**src/rtl/irqc_pkg.sv**
```systemverilog
package irqc_pkg;
  localparam int FN_W      = 16;
  localparam int NSRC      = 3;
  localparam int CLR_CTL_B = 0;
  localparam int CLR_INT_B = 1;
  localparam int REQ_LSB   = 2;
  localparam int REQ_MSB   = REQ_LSB + NSRC - 1;

  typedef enum logic [1:0] {
    SRC_DATA  = 2'd0,
    SRC_EOP   = 2'd1,
    SRC_ALARM = 2'd2
  } irq_src_e;
endpackage

```
**src/rtl/irqc_wr_edge.sv**
```systemverilog
module irqc_wr_edge #(
  parameter int W = 16
) (
  input  logic         clk,
  input  logic         rst_n,
  input  logic         wr,
  input  logic [W-1:0] word,
  output logic         commit,
  output logic [W-1:0] held
);
  logic wr_q;

  always_ff @(posedge clk or negedge rst_n) begin
    if (!rst_n) begin
      wr_q <= 1'b0;
      held <= '0;
    end else begin
      wr_q <= wr;
      if (wr) held <= word;
    end
  end

  // trailing edge of the strobe
  assign commit = wr_q & ~wr;
endmodule

```
**src/rtl/irqc_flag_bank.sv**
```systemverilog
module irqc_flag_bank #(
  parameter int N = 3
) (
  input  logic         clk,
  input  logic         rst_n,
  input  logic         mclr,
  input  logic         commit,
  input  logic         clr_all,
  input  logic [N-1:0] req,
  output logic [N-1:0] flag
);
  for (genvar i = 0; i < N; i++) begin : g_flag
    always_ff @(posedge clk or negedge rst_n) begin
      if (!rst_n)               flag[i] <= 1'b0;
      else if (mclr)            flag[i] <= 1'b0;
      else if (commit) begin
        if (req[i])             flag[i] <= 1'b1;
        else if (clr_all)       flag[i] <= 1'b0;
      end
    end
  end
endmodule

```
**src/rtl/irqc_eop_track.sv**
```systemverilog
module irqc_eop_track (
  input  logic clk,
  input  logic rst_n,
  input  logic mclr,
  input  logic clr_now,
  input  logic armed,
  input  logic done_lvl,
  output logic pend
);
  logic done_q;
  logic rise;

  assign rise = done_lvl & ~done_q;

  always_ff @(posedge clk or negedge rst_n) begin
    if (!rst_n) begin
      done_q <= 1'b0;
      pend   <= 1'b0;
    end else begin
      done_q <= done_lvl;
      if (mclr || clr_now)      pend <= 1'b0;
      else if (!done_lvl)       pend <= 1'b0;
      else if (rise && armed)   pend <= 1'b1;
    end
  end
endmodule

```
**src/rtl/irqc_top.sv**
```systemverilog
module irqc_top
  import irqc_pkg::*;
#(
  parameter int FW = FN_W
) (
  input  logic          clk,
  input  logic          rst_n,
  input  logic          mclr,
  input  logic          fn_wr,
  input  logic [FW-1:0] fn_word,
  input  logic          st_data,
  input  logic          st_eop,
  input  logic          st_alarm,
  output logic          irq_data,
  output logic          irq_eop,
  output logic          irq_alarm,
  output logic          irq_any,
  output logic          stat_int
);
  logic          commit;
  logic [FW-1:0] held;
  logic          clr_all;
  logic [NSRC-1:0] req, flag, cond, line;
  logic          eop_pend;

  irqc_wr_edge #(.W(FW)) u_edge (
    .clk(clk), .rst_n(rst_n), .wr(fn_wr), .word(fn_word),
    .commit(commit), .held(held)
  );

  assign clr_all = held[CLR_CTL_B] | held[CLR_INT_B];
  assign req     = held[REQ_MSB:REQ_LSB];

  irqc_flag_bank #(.N(NSRC)) u_flags (
    .clk(clk), .rst_n(rst_n), .mclr(mclr), .commit(commit),
    .clr_all(clr_all), .req(req), .flag(flag)
  );

  irqc_eop_track u_eop (
    .clk(clk), .rst_n(rst_n), .mclr(mclr),
    .clr_now(commit & clr_all),
    .armed(flag[SRC_EOP]), .done_lvl(st_eop), .pend(eop_pend)
  );

  assign cond[SRC_DATA]  = st_data;
  assign cond[SRC_EOP]   = st_eop & eop_pend;
  assign cond[SRC_ALARM] = st_alarm;

  for (genvar i = 0; i < NSRC; i++) begin : g_line
    assign line[i] = flag[i] & cond[i];
  end

  assign irq_data  = line[SRC_DATA];
  assign irq_eop   = line[SRC_EOP];
  assign irq_alarm = line[SRC_ALARM];
  assign irq_any   = |line;
  assign stat_int  = irq_any;
endmodule

```
**config.mk**
```make
export PLATFORM = sky130hd
export DESIGN_NAME = irqc_top
export DESIGN_NICKNAME = d
export VERILOG_FILES = /design/src/rtl/irqc_pkg.sv /design/src/rtl/irqc_wr_edge.sv /design/src/rtl/irqc_flag_bank.sv /design/src/rtl/irqc_eop_track.sv /design/src/rtl/irqc_top.sv
export SDC_FILE = /design/constraint.sdc
export NUM_CORES = 1
export LEC_CHECK = 0
export BUFFER_PORTS_ARGS = -buffer_cell sky130_fd_sc_hd__buf_2
export CORE_MARGIN = 1
export CORE_UTILIZATION = 31
export CTS_BUF_LIST = sky130_fd_sc_hd__clkbuf_4
export DETAILED_ROUTE_END_ITERATION = 12
export PLACE_DENSITY = 0.55
export SLEW_MARGIN = 20
export SYNTH_ARGS = -nofsm -noshare
export SYNTH_HDL_FRONTEND = slang
export SYNTH_HIERARCHICAL = 1
export SYNTH_SLANG_ARGS = --single-unit
```
**constraint.sdc**
```tcl
create_clock -name clk -period 1.5 [get_ports clk]
set_clock_uncertainty 0.1 [all_clocks]
set_input_delay 0.3 -clock clk [delete_from_list [all_inputs] [get_ports clk]]
set_output_delay 0.3 -clock clk [all_outputs]
set_load 0.02 [all_outputs]
```
Word level (Yosys, flattened, before mapping)

Cells that the tools add are included.

Bits in registers: 11
Bits in latches: 0
Bits in writable memories: 0
Memory bits (read-only): 0
Input bits: 23
Output and inout bits: 5
Word-level logic and storage cells: 41
Memories: 0

Add/subtract/negate cells: 0
$mul: 0
Div/mod/pow operators: 0
Magnitude comparators: 0
Equal/unequal tests: 1
Shift operators: 0
Muxes and demuxes: 13
Bitwise logic cells: 10
Reductions and logical operators: 10

Operators with widths:

| kind               | number |
|---|---|
| $mux 1             | 13 |
| $reduce_bool 3->1  | 3 |
| $and 1x1->1        | 7 |
| $reduce_and 2->1   | 3 |
| $ne 3x1->1 const B | 1 |
| $reduce_or 3->1    | 1 |
| $not 1->1          | 2 |
| $reduce_bool 2->1  | 1 |
| $logic_and 1x1->1  | 1 |
| $logic_or 1x1->1   | 1 |
| $or 1x1->1         | 1 |

Longest topological paths before layout

Gate-level depths: netlist of run 1.

Depth after elaboration: 6
Mapped depth: 6
Mapped depth without buffers: 4

Modules after synthesis

Netlist of run 1, hierarchy kept.

By module, submodules not included:

| module         | times used | cells an instance | area each (um2) | sequential area each (um2) |
|---|---|---|---|---|
| irqc_wr_edge   | 1          | 36                | 679.4           | 425.4 |
| irqc_flag_bank | 1          | 12                | 131.4           | 75.1 |
| irqc_eop_track | 1          | 5                 | 70.1            | 50.0 |
| irqc_top       | 1          | 7                 | 50.0            | 0.0 |

Worst setup path after synthesis of run 1

No wires, ideal clock.

Kind: register to output
Start point: reg u_flags.flag[0]
End point: out stat_int
Arrival: 1.271 ns
Required time: 1.100 ns
Path slack: -0.171 ns
Stages on the path, launching flop included: 4
Buffers on the path: 1
Cell sequence: dfrtp_1 > and2_1 > or3_1 > buf_4

Longest elaborated chain between the ends: 2

RTL lines:

| item                            | line                 | source |
|---|---|---|
| start, declared                 | irqc_flag_bank.sv:10 | `output logic [N-1:0] flag` |
| start signal, assigned by index | irqc_flag_bank.sv:14 | `if (!rst_n) flag[i] <= 1'b0;` |
| start signal, assigned by index | irqc_flag_bank.sv:15 | `else if (mclr) flag[i] <= 1'b0;` |
| start signal, assigned by index | irqc_flag_bank.sv:17 | `if (req[i]) flag[i] <= 1'b1;` |
| $and 1x1->1                     | irqc_top.sv:50       | `assign line[i] = flag[i] & cond[i];` |
| net irq_data                    | irqc_top.sv:14       | `output logic irq_data,` |
| $reduce_or 3->1                 | irqc_top.sv:56       | `assign irq_any = \|line;` |
| end, declared                   | irqc_top.sv:18       | `output logic stat_int` |

The timed path passes the listed nets, and every way through them passes these cells.

Worst setup path in the final report of run 1

Start point: reg u_flags.flag[1]
End point: out irq_any

Longest elaborated chain between the ends: 2

RTL lines:

| item            | line           | source |
|---|---|---|
| $and 1x1->1     | irqc_top.sv:50 |  |
| $reduce_or 3->1 | irqc_top.sv:56 |  |
| end, declared   | irqc_top.sv:17 | `output logic irq_any,` |

No other way between the ends.

==> flow_metrics.tcl, run 1 <==
set metrics [dict create \
    status "finished, violations left" \
    violations "negative setup slack" \
    path_buf_inv 1 \
    cts_buffer_depth 2 \
    wire_per_inst_um 10.9 \
    chipHeight_um 42.4 \
    gr-usage-met2_pct 16.9 \
    max_stage_delay_ns 0.38 \
    grt_antenna_before_repair 0 \
    diodes 0 \
    power.switching_w 0.000145 \
    drt-pass1-iter-count 2 \
    cts_tree "built" \
    numCtsBuffers 3 \
    holdWs_ns 0.132 \
    worstSkewPairLatency_ns 0.26 \
    vias_per_cell 4.58 \
    swShare_pct 22.6 \
    fillers 157 \
    fin_util_pct 44.6 \
    fin_cells 78 \
    min_path_type "in -> reg" \
    syn_area_per_cell_um2 13.3 \
    min_period_ns 1.72 \
    ys_warn_count 6 \
    cts.sinks 11 \
    overflow 0 \
    wirelength_um 848 \
    ios 28 \
    max_freq_mhz 580 \
    tightest_slew_ns 0.250 \
    multiInputGateArea_um2 199 \
    nets 86 \
    fp.dieW_um 42.4 \
    place.gp.congestion 0.710 \
    internal-power_w 0.000496 \
    slew_viol_final 0 \
    max_cap_viol_count 0 \
    power_frac_seq_pct 51.0 \
    fin_crit_sh_pct 115 \
    p_leak_nw 0.356 \
    met3_usage_pct 6.90 \
    dpl.hpwl_um 621 \
    finalSetupViolCount 2 \
    drc 0 \
    power.density_nw_per_um2 954 \
    io_buffers 16 \
    required_ns 1.10 \
    rsz0062_at_grt "yes" \
    pre_cts_ws_ns -0.0111 \
    critPathLaunchType "register" \
    path_cells "and3_4 > or3_4 > buf_6" \
    combinationalPowerShare_pct 15.2 \
    area_growth_pct 32.9 \
    syn_nets 61 \
    crit_family "simple AND/OR/NAND/NOR gates" \
    p_total_w 0.000641 \
    drive_above_1_share_pct 58.1 \
    clockPowerShare_pct 33.8 \
    clockRootBuffer "clkbuf_4" \
    netlist_area_um2 505 \
    setup_ws_ns -0.224 \
    drtIter0Drc 3 \
    start_util_pct 33.6 \
    dieArea_um2 1800 \
    netlist_instances 38 \
    regArea_um2 275 \
    slew_headroom_pct 83.4 \
    track_usage_pct 10.9 \
    crit_type "reg -> out" \
    cp_max_fo 2 \
    vias 357 \
    htree_levels 1 \
    core-area_um2 1510 \
    path_clk_slew_ns 0.07 \
    fp-row-count 14 \
    grt_pass1_vias 338 \
    arrival_ns 1.32 \
    vdd_drop_max_v 0.000525 \
    grt_pass1_wl_um 1440 \
    crit_slowest_cell "dfrtp_1" \
    ant_nets 0 \
    cp-end-kind "output port" \
    grt_max_degree 12 \
    hold_viol_final 0 \
    top_usage_layer "met2" \
    placed_cells 70 \
    met1_usage_pct 13.7 \
]
[power groups by stage]
stage / sequential [W] / clock, W / combinational [W]
floorplan: 0.000330 / 0 / 0.0000623
global placement: 0.000333 / 0 / 0.0000855
detailed placement: 0.000333 / 0 / 0.0000863
CTS: 0.000327 / 0.000227 / 0.0000967
global route: 0.000330 / 0.000245 / 0.000107
finish: 0.000327 / 0.000217 / 0.0000975
[cell usage in the layout, fill, tap and decap left out, types with 3 or more instances in the layout]
master and instances:
a21bo_1 3, a21oi_1 3, buf_2 14, buf_4 6
clkbuf_4 4, dfrtp_1 11, mux2_2 3, nand2_1 3
[what timing repair did]
action	CTS	global route
resized for setup	4	0
hold buffers	1	0
setup endpoints to repair	2	2
setup buffers	2	1
pin swaps	2	0
endpoints found under the hold margin	11	0
[per-stage QoR]
step	area, um2	setup TNS (ns)
2_1_floorplan	517	-0.0252
3_3_place_gp	597	-0.0131
3_5_place_dp	597	-0.0221
4_1_cts	664	-0.472
5_1_grt	672	-0.538
6_report	672	-0.448
[layout make-up]
cell class / count / share of cell area [%]
timing repair buffer: 23 / 22.0
sequential: 11 / 41.0
clock buffer: 4 / 4.47
tap: 16 / 2.98
multi-input combinational: 24 / 29.6
[registers in the layout, indices dropped and copies added, names as in the netlist]
signal	count
u_edge/held	5
u_flags/flag	3
u_edge/wr_q	1
u_eop/done_q	1
u_eop/pend	1
[worst paths after layout]
path | startpoint | to | slack (ns) | cells after the start
max | u_flags/flag[1] | irq_any | -0.22 | 3
min in group asynchronous | rst_n | u_flags/flag[1] | 0.34 | 2
max reg2reg | u_edge/held[1] | u_eop/pend | 0.20 | 4
min | mclr | u_flags/flag[2] | 0.13 | 2
max in group asynchronous | rst_n | u_edge/held[1] | 0.76 | 2
min reg2reg | u_edge/held[0] | u_edge/held[0] | 0.40 | 1
[layer usage]
metal  share of wire, %  up-vias
li1                   -      176
met3                8.0        0
met5                  0        -
met4                  0        0
met1                 47      165
met2                 45       16
(Power assumes the default switching activity.)
==> run 2, diff against run 1 <==
==> constraint.sdc (replaced) <==
create_clock -name clk -period 1.5 [get_ports clk]
set_clock_uncertainty 0.1 [all_clocks]
set_input_delay 0.3 -clock clk [delete_from_list [all_inputs] [get_ports clk]]
set_output_delay 0.3 -clock clk [all_outputs]
set_load 0.1 [all_outputs]
==> flow_metrics.tcl, run 2 (synthesis gave the netlist of run 1 again) <==
set metrics [dict create \
    status "finished, violations left" \
    violations "negative setup slack" \
    fin_crit_sh_pct 120 \
    crit_type "reg -> out" \
    max_cap_viol_count 0 \
    final_cell_mix "buf_2 (11), dfrtp_1 (11), buf_12 (5), buf_4 (4)" \
    place.gp.congestion 0.675 \
    cts_buffer_depth 2 \
    slew_viol_final 0 \
    slew_headroom_pct 84.1 \
    power_frac_seq_pct 48.8 \
    internal-power_w 0.000484 \
    hold_viol_final 0 \
    grt_pass1_wl_um 1560 \
    p_leak_nw 0.371 \
    worstSkewPairLatency_ns 0.27 \
    fillers 145 \
    arrival_ns 1.40 \
    dieArea_um2 1800 \
    setup_ws_ns -0.297 \
    setup_tns_ns -0.712 \
    reg_top3 "u_edge/held x5, u_flags/flag x3" \
    numCtsBuffers 3 \
    min_path_type "in -> reg" \
    ios 28 \
    tightest_slew_ns 0.239 \
    area_growth_pct 46.8 \
    cts_tree "built" \
    track_usage_pct 12.4 \
    drc 0 \
    max_freq_mhz 556 \
    grt_antenna_before_repair 0 \
    finalSetupViolCount 3 \
    start_util_pct 33.6 \
    pre_cts_ws_ns -0.149 \
    required_ns 1.10 \
    drtIter0Drc 3 \
    power.switching_w 0.000187 \
    core-area_um2 1510 \
    vdd_drop_max_v 0.000583 \
    chipHeight_um 42.4 \
    min_period_ns 1.80 \
    clockRootBuffer "clkbuf_4" \
    overflow 0 \
    combinationalPowerShare_pct 21.1 \
    holdWs_ns 0.122 \
    crit_start "u_flags/flag[2]" \
    placed_cells 72 \
    power.density_nw_per_um2 905 \
    critPathLaunchType "register" \
    wire_per_inst_um 11.4 \
    nets 86 \
    hp-start "mclr" \
    diodes 0 \
    ant_nets 0 \
    io_buffers 16 \
    swShare_pct 27.8 \
    rsz0062_at_grt "yes" \
    clockPowerShare_pct 30.1 \
    vias_per_cell 4.71 \
    htree_levels 1 \
    drive_above_1_share_pct 59.7 \
    grt_pass1_vias 381 \
    fp.dieW_um 42.4 \
    drt-pass1-iter-count 3 \
    largest_reg_flops 5 \
    p_total_w 0.000671 \
    cp-end-kind "output port" \
    top_register "u_edge/held" \
    fp-row-count 14 \
    fin_cells 78 \
    cts.sinks 11 \
    wirelength_um 888 \
    path_clk_slew_ns 0.07 \
    vias 367 \
    grt_max_degree 12 \
    cp_max_fo 2 \
    r2r_start "u_edge/held[1]" \
]
[run 2: cell count changes in the layout (fill, tap and decap cells not counted), sizes merged]
cell    previous run  this run
clkinv             0         1
clkbuf             4         3
[run 2: repair_timing]
action,in CTS,in global routing
gates resized for setup,10,0
setup buffers,1,1
pin swaps,4,0
endpoints found under the hold margin,11,0
hold buffers,1,0
endpoints found under the setup margin,5,5
[run 2: power by group through the flow]
stage | clock [W] | sequential (W) | combinational (W)
detailed placement | 0 | 0.000334 | 0.000127
CTS | 0.000218 | 0.000328 | 0.000143
finish | 0.000202 | 0.000327 | 0.000142
global route | 0.000235 | 0.000330 | 0.000150
global placement | 0 | 0.000333 | 0.000126
floorplan | 0 | 0.000330 | 0.0000993
[run 2: area by class of cell]
cell class / count / area [um2] / share of cell area (%)
sequential: 11 / 275 / 37.1
timing repair buffer: 23 / 218 / 29.3
multi-input combinational: 24 / 201 / 27.2
clock buffer: 3 / 22.5 / 3.04
tap: 16 / 20.0 / 2.70
clock inverter: 1 / 5.00 / 0.675
[run 2: through the flow]
| step | utilization (%) | area, um2 |
|---|---|---|
| floorplan | - | 528 |
| global placement | 43.8 | 659 |
| detailed placement | 43.8 | 659 |
| CTS | 48.8 | 734 |
| global route | 49.3 | 742 |
| finish | 49.3 | 742 |
[run 2: critical path: stages (launching register included)]
cell and delay [ns]:
dfrtp_1 0.39, and2_4 0.14, or3_4 0.41, buf_12 0.18
[run 2: per-layer routing]
metal	vias up	global-route usage (%)	share of wire, %
met5	-	0	0
met4	0	3.75	0
met3	0	7.76	6.3
met2	10	18.2	49
met1	181	14.9	45
li1	176	-	-
[run 2: worst paths after layout]
path | depth (start not counted) | endpoint | slack [ns]
max in group asynchronous | 2 | u_flags/flag[1] | 0.79
worst max register to register | 4 | u_eop/pend | 0.21
worst min-delay path | 2 | u_flags/flag[0] | 0.12
min in group asynchronous | 2 | u_edge/held[4] | 0.32
worst max-delay path | 3 | irq_any | -0.30
worst min register to register | 1 | u_edge/held[0] | 0.40
